**src/rtl/smram_pkg.sv**
```systemverilog
package smram_pkg;
   localparam int OPEN_B  = 6;
   localparam int CLOSE_B = 5;
   localparam int LOCK_B  = 4;
   localparam int EN_B    = 3;

   typedef struct packed {
      logic dram;
      logic pci;
      logic bad;
   } route_t;
endpackage

```
**src/rtl/smram_reg.sv**
```systemverilog
module smram_reg
   import smram_pkg::*;
#(
   parameter int              REG_W    = 8,
   parameter int              SEG_W    = 3,
   parameter logic [SEG_W-1:0] SEG_CODE = 3'b010
) (
   input  logic             clk,
   input  logic             rst_n,
   input  logic             wr_en,
   input  logic [REG_W-1:0] wr_data,
   output logic [REG_W-1:0] q
);
   localparam logic [REG_W-1:0] RST_VAL  = REG_W'(SEG_CODE);
   localparam logic [REG_W-1:0] KEEP_MSK = REG_W'(8'h78);

   logic [REG_W-1:0] nxt;

   always_comb begin
      nxt = (wr_data & KEEP_MSK) | RST_VAL;
      if (q[LOCK_B]) begin
         nxt[OPEN_B] = 1'b0;
         nxt[LOCK_B] = 1'b1;
      end
   end

   always_ff @(posedge clk or negedge rst_n) begin
      if (!rst_n)     q <= RST_VAL;
      else if (wr_en) q <= nxt;
   end
endmodule

```
**src/rtl/smram_route.sv**
```systemverilog
module smram_route
   import smram_pkg::*;
(
   input  logic   en,
   input  logic   open,
   input  logic   closed,
   input  logic   lock,
   input  logic   smm,
   input  logic   code,
   input  logic   win,
   output route_t rt
);
   logic bad, open_eff, go_dram;

   always_comb begin
      bad      = en & ~lock & open & closed;
      open_eff = open & ~lock;
      if (open_eff)   go_dram = 1'b1;
      else if (smm)   go_dram = ~closed | code;
      else            go_dram = 1'b0;
      rt.bad  = bad;
      rt.dram = win & en & ~bad & go_dram;
      rt.pci  = win & ~bad & (~en | ~go_dram);
   end
endmodule

```
**src/rtl/smram_out_stage.sv**
```systemverilog
module smram_out_stage
   import smram_pkg::*;
#(
   parameter bit REGISTERED = 1'b0
) (
   input  logic   clk,
   input  logic   rst_n,
   input  route_t d,
   output route_t q
);
   generate
      if (REGISTERED) begin : g_reg
         always_ff @(posedge clk or negedge rst_n) begin
            if (!rst_n) q <= '0;
            else        q <= d;
         end
      end else begin : g_comb
         logic unused_clk;
         assign unused_clk = clk ^ rst_n;
         assign q = d;
      end
   endgenerate
endmodule

```
**src/rtl/smram_ctl.sv**
```systemverilog
module smram_ctl
   import smram_pkg::*;
#(
   parameter int               REG_W     = 8,
   parameter int               SEG_W     = 3,
   parameter logic [SEG_W-1:0] SEG_CODE  = 3'b010,
   parameter bit               ROUTE_REG = 1'b0
) (
   input  logic             clk,
   input  logic             rst_n,
   input  logic             wr_en,
   input  logic [REG_W-1:0] wr_data,
   output logic [REG_W-1:0] rd_data,
   input  logic             smm_mode,
   input  logic             is_code,
   input  logic             in_window,
   output logic             to_dram,
   output logic             to_pci,
   output logic             illegal
);
   generate
      if (REG_W != 8) begin : g_bad_w
         $error("smram_ctl: REG_W must be 8");
      end
      if (SEG_W + 5 != REG_W) begin : g_bad_seg
         $error("smram_ctl: SEG_W must leave five control bits");
      end
   endgenerate

   logic [REG_W-1:0] ctrl;
   route_t           rt_d, rt_q;

   smram_reg #(.REG_W(REG_W), .SEG_W(SEG_W), .SEG_CODE(SEG_CODE)) u_reg (
      .clk(clk), .rst_n(rst_n), .wr_en(wr_en), .wr_data(wr_data), .q(ctrl)
   );

   smram_route u_route (
      .en(ctrl[EN_B]), .open(ctrl[OPEN_B]), .closed(ctrl[CLOSE_B]),
      .lock(ctrl[LOCK_B]), .smm(smm_mode), .code(is_code),
      .win(in_window), .rt(rt_d)
   );

   smram_out_stage #(.REGISTERED(ROUTE_REG)) u_out (
      .clk(clk), .rst_n(rst_n), .d(rt_d), .q(rt_q)
   );

   assign rd_data = ctrl;
   assign to_dram = rt_q.dram;
   assign to_pci  = rt_q.pci;
   assign illegal = rt_q.bad;
endmodule

```
**config.mk**
```make
export PLATFORM = sky130hd
export DESIGN_NAME = smram_ctl
export DESIGN_NICKNAME = d
export VERILOG_FILES = /design/src/rtl/smram_pkg.sv /design/src/rtl/smram_reg.sv /design/src/rtl/smram_route.sv /design/src/rtl/smram_out_stage.sv /design/src/rtl/smram_ctl.sv
export SDC_FILE = /design/constraint.sdc
export NUM_CORES = 1
export LEC_CHECK = 0
export CAP_MARGIN = 25
export CORE_AREA = 8 8 45 47
export DETAILED_ROUTE_END_ITERATION = 8
export DIE_AREA = 0 0 53 55
export GPL_TIMING_DRIVEN = 0
export SYNTH_ARGS = -nofsm -noshare
export SYNTH_HDL_FRONTEND = slang
export SYNTH_SLANG_ARGS = --single-unit
```
**constraint.sdc**
```tcl
create_clock -name clk -period 1.3 [get_ports clk]
set_input_delay 0.325 -clock clk [delete_from_list [all_inputs] [get_ports clk]]
set_output_delay 0.325 -clock clk [all_outputs]
set_load 0.05 [all_outputs]
```
==> Flow_metrics.wiki <==
{| class="wikitable"
! Metric !! Value
|-
| Setup CP Type || flip-flop to output port
|-
| Global Route Usage Sum || just over 5%
|-
| Site Rows || 14
|-
| Worst Slack Setup Final || -0.253 ns
|-
| Number of setup violations in the final report || 4
|-
| Max Clock Freq || between 600 and 700 MHz
|-
| Final net count || between 60 and 70
|-
| Multiplexer share of the synthesized area || a little under 8%
|-
| Wire length on met2 || 294 µm
|-
| Detailed-route wire length per cell || 9.35 µm
|-
| Nature of the critical path endpoint || output port
|-
| Worst Path Arrival || between 1 and 1.5 ns
|-
| Crit path max-delay family || flip-flops
|-
| Cell taking the most area after synthesis || sky130_fd_sc_hd__dfrtp_1
|-
| LEAKAGE || ~0.26 nW
|-
| # port buffers || 16
|-
| Syn Std Cell Area || 284 µm²
|-
| R2R depth || 5
|-
| Post-placement cell area || 482 µm²
|-
| DIE AREA || about 2900 µm²
|-
| Clock Sink Count || 4
|-
| Peak ir drop on the vdd network || roughly 440 µV
|-
| Clock tree from TritonCTS || built
|-
| Number of warnings reported in the yosys synthesis log || 0
|-
| Dominant combinational cell family by area after synthesis || buffers and inverters
|-
| Layout Area Growth over Synthesis || 93.4%
|-
| Number of antenna repair diodes || 0
|-
| Logic depth of the worst setup path including buffers || 4
|-
| Highest-count cells in the layout ignoring fill and taps || 12 x sky130_fd_sc_hd__buf_4, 7 x sky130_fd_sc_hd__clkdlybuf4s50_1, 5 x sky130_fd_sc_hd__buf_6, 4 x sky130_fd_sc_hd__conb_1
|-
| Cell types with the largest area share after synthesis || sky130_fd_sc_hd__dfrtp_1 35%, sky130_fd_sc_hd__buf_4 21%, sky130_fd_sc_hd__nor2b_4 4.8%
|-
| Number of max-cap violations || 0
|-
| CTS hold repair buffers || 0
|-
| Met3 wire length || ~74 µm
|-
| Worst Clk Skew || ~0.000025 ns
|-
| Max reg flops || 4
|-
| Avg Cell Area, Syn || around 10 µm²
|-
| Endpoints failing hold || 0
|-
| Result of the run || finished, violations left
|-
| Final core occ || around 40%
|-
| Clock Path Buffers || 2
|-
| Number of buffers created by CTS || 3
|-
| Top Ports || 25
|-
| Reg with most FFs || u_reg.q
|-
| DRT Wirelength || about 650 µm
|-
| Post-synthesis compound-gate area fraction || between 10% and 20%
|-
| Min cycle time layout || approximately 1.6 ns
|-
| Ordered list of cells on the worst path || nor2b_4, a21o_1, a21boi_4, buf_6
|-
| Buf+Inv Stages, Crit Path || 1
|-
| Count of antenna-violating nets left after detailed routing || 0
|-
| Setup Total Neg Slack || -0.822 ns
|-
| Worst setup SP type || flip-flop
|-
| Placed insts || 62
|-
| Violations in the final reports || setup timing
|-
| Post-synth cell types || 16
|-
| Start point of the critical path || u_reg.q[6]$_DFFE_PN0P_
|-
| Area share of xor/xnor cells in the synthesized design || 0%
|-
| Final instance area || approximately 550 µm²
|-
| Worst flop-to-flop path startpoint || u_reg.q[4]$_DFFE_PN0P_
|-
| Final Max Tran Viols || 0
|-
| Antenna violations before repair || 0
|-
| Post-synthesis instance total || 28
|-
| Non-filler instance count after layout || between 60 and 70
|-
| DR vias || between 200 and 250
|-
| Largest registers || u_reg.q x4
|-
| Avg Vias per Cell || roughly 3.6
|-
| CTS Root Cell || sky130_fd_sc_hd__clkbuf_4
|-
| Register area share after synthesis || 35.2%
|-
| DRC violations left || 0
|-
| Cell with the biggest individual delay on the critical path || sky130_fd_sc_hd__dfrtp_1
|-
| Most common library cell in the layout ignoring fill and taps || sky130_fd_sc_hd__buf_4
|-
| Pin count of the biggest net entering global routing || 6
|-
| Clock Latency Late Sink || around 0.23 ns
|-
| Initial core utilization || around a fifth
|-
| Unrepaired setup endpoints after global routing || true
|-
| Number of global-route vias before repair || between 200 and 300
|-
| Max layer used || met3
|-
| Share of the cycle needed by the critical path after routing || 119%
|-
| Core area || about 1400 µm²
|-
| Critical path data required time || just under 1 ns
|-
| Classification of the worst-slack hold path || primary input to async pin
|-
| CTS clock-pin slew for the worst setup and hold paths || 0.04 ns
|-
| Detailed Route Iter0 Violations || 4
|-
| Vertical die dimension || 55 µm
|-
| Number of fillers in the final layout || between 150 and 200
|-
| Biggest cell delay along the critical path || around 0.38 ns
|-
| Die outline width || about 53 µm
|-
| Highest net fanout along the worst path || 4
|-
| DRT Pass-1 Iters || 3
|-
| HPWL reported at the end of detailed placement || about 540 µm
|-
| Gr ovfl total || 0
|-
| First-pass GRT wire length || 1070 µm
|-
| Number of flip-flops and latches in the synthesized netlist || 4
|-
| Share of cells above drive strength 1 || a little under three fifths
|-
| Htree depth || 1
|-
| Weighted congestion reported at the end of routability-driven placement || roughly 0.59
|-
| Synthesized-area fraction occupied by and/or/nand/nor cells || between 10% and 20%
|-
| Proportion of netlist area held by the largest area contributor || roughly a third
|-
| Length of routed wiring on met1 || ~280 µm
|-
| Adder-cell share of the synthesized area || 0%
|-
| Power density relative to cell area || ~820 nW/µm²
|}
where the power goes:
group / internal (mW) / leakage, nW / total [mW] / switching [mW]
clock network: 0.103 / 0.0138 / 0.152 / 0.0493
registers: 0.132 / 0.0451 / 0.142 / 0.00967
logic: 0.0719 / 0.204 / 0.158 / 0.0858
total: 0.307 / 0.263 / 0.452 / 0.145
final timing paths:
path | to | slack [ns]
min | u_reg.q[6]$_DFFE_PN0P_ | 0.29
min reg2reg | u_reg.q[5]$_DFFE_PN0P_ | 0.58
max in group asynchronous | u_reg.q[3]$_DFFE_PN0P_ | 0.82
max | to_pci | -0.25
max reg2reg | u_reg.q[6]$_DFFE_PN0P_ | 0.25
min in group clk | u_reg.q[5]$_DFFE_PN0P_ | 0.58
worst register-to-register path, cell delays in order, from the launching register on:
cell	delay, ns
sky130_fd_sc_hd__dfrtp_1	0.40
sky130_fd_sc_hd__buf_4	0.15
sky130_fd_sc_hd__buf_6	0.10
sky130_fd_sc_hd__buf_4	0.12
sky130_fd_sc_hd__nand3b_1	0.13
sky130_fd_sc_hd__o21ai_0	0.07
per-layer routing:
layer	GRT usage (%)	vias to the layer above
met5	0	-
met4	5.17	0
met3	2.41	0
met2	7.42	12
met1	5.05	102
li1	-	131
cell families (layout without fill, tap and decap cells):
logic type / Yosys count / in the layout
buf+inv: 10 / 33
compound gates: 6 / 6
flops: 4 / 4
simple gates: 4 / 4
other cells: 2 / 4
mux: 2 / 2
layout make-up:
cell class / instances / area, µm² / area share, %
clock buffers: 3 / 22.5 / 4.10
inverters: 2 / 7.51 / 1.37
repair buffers: 20 / 204 / 37.1
flip-flops and latches: 4 / 101 / 18.5
multi-input cells: 16 / 134 / 24.4
plain buffers: 8 / 60.1 / 10.9
well taps: 16 / 20.0 / 3.64
cells in the mapped netlist, drive strengths merged:
| library cell | n |
|---|---|
| buf | 8 |
| nor2b | 1 |
| mux2 | 2 |
| a21boi | 1 |
| and3 | 1 |
| nand3b | 1 |
| o21ai | 2 |
| nand2b | 1 |
| dfrtp | 4 |
| inv | 2 |
| o2111a | 1 |
| conb | 2 |
| a21o | 2 |
per-stage QoR:
step | hold WS (ns) | power, mW | worst slack [ns]
2_1_floorplan | 0.0294 | 0.242 | -0.0525
3_3_place_gp | 0.543 | 0.296 | -1.07
3_5_place_dp | 0.544 | 0.297 | -1.07
4_1_cts | 0.291 | 0.463 | -0.268
5_1_grt | 0.303 | 0.474 | -0.296
6_report | 0.295 | 0.452 | -0.253
repair_timing:
| action | in CTS | in global routing |
|---|---|---|
| gates resized for setup | 51 | 4 |
| pin swaps | 3 | 0 |
| gates cloned | 0 | 0 |
| hold endpoints to repair | 0 | 0 |
| setup buffers | 3 | 1 |
| endpoints found under the setup margin | 7 | 6 |
(Power assumes the default switching activity.)
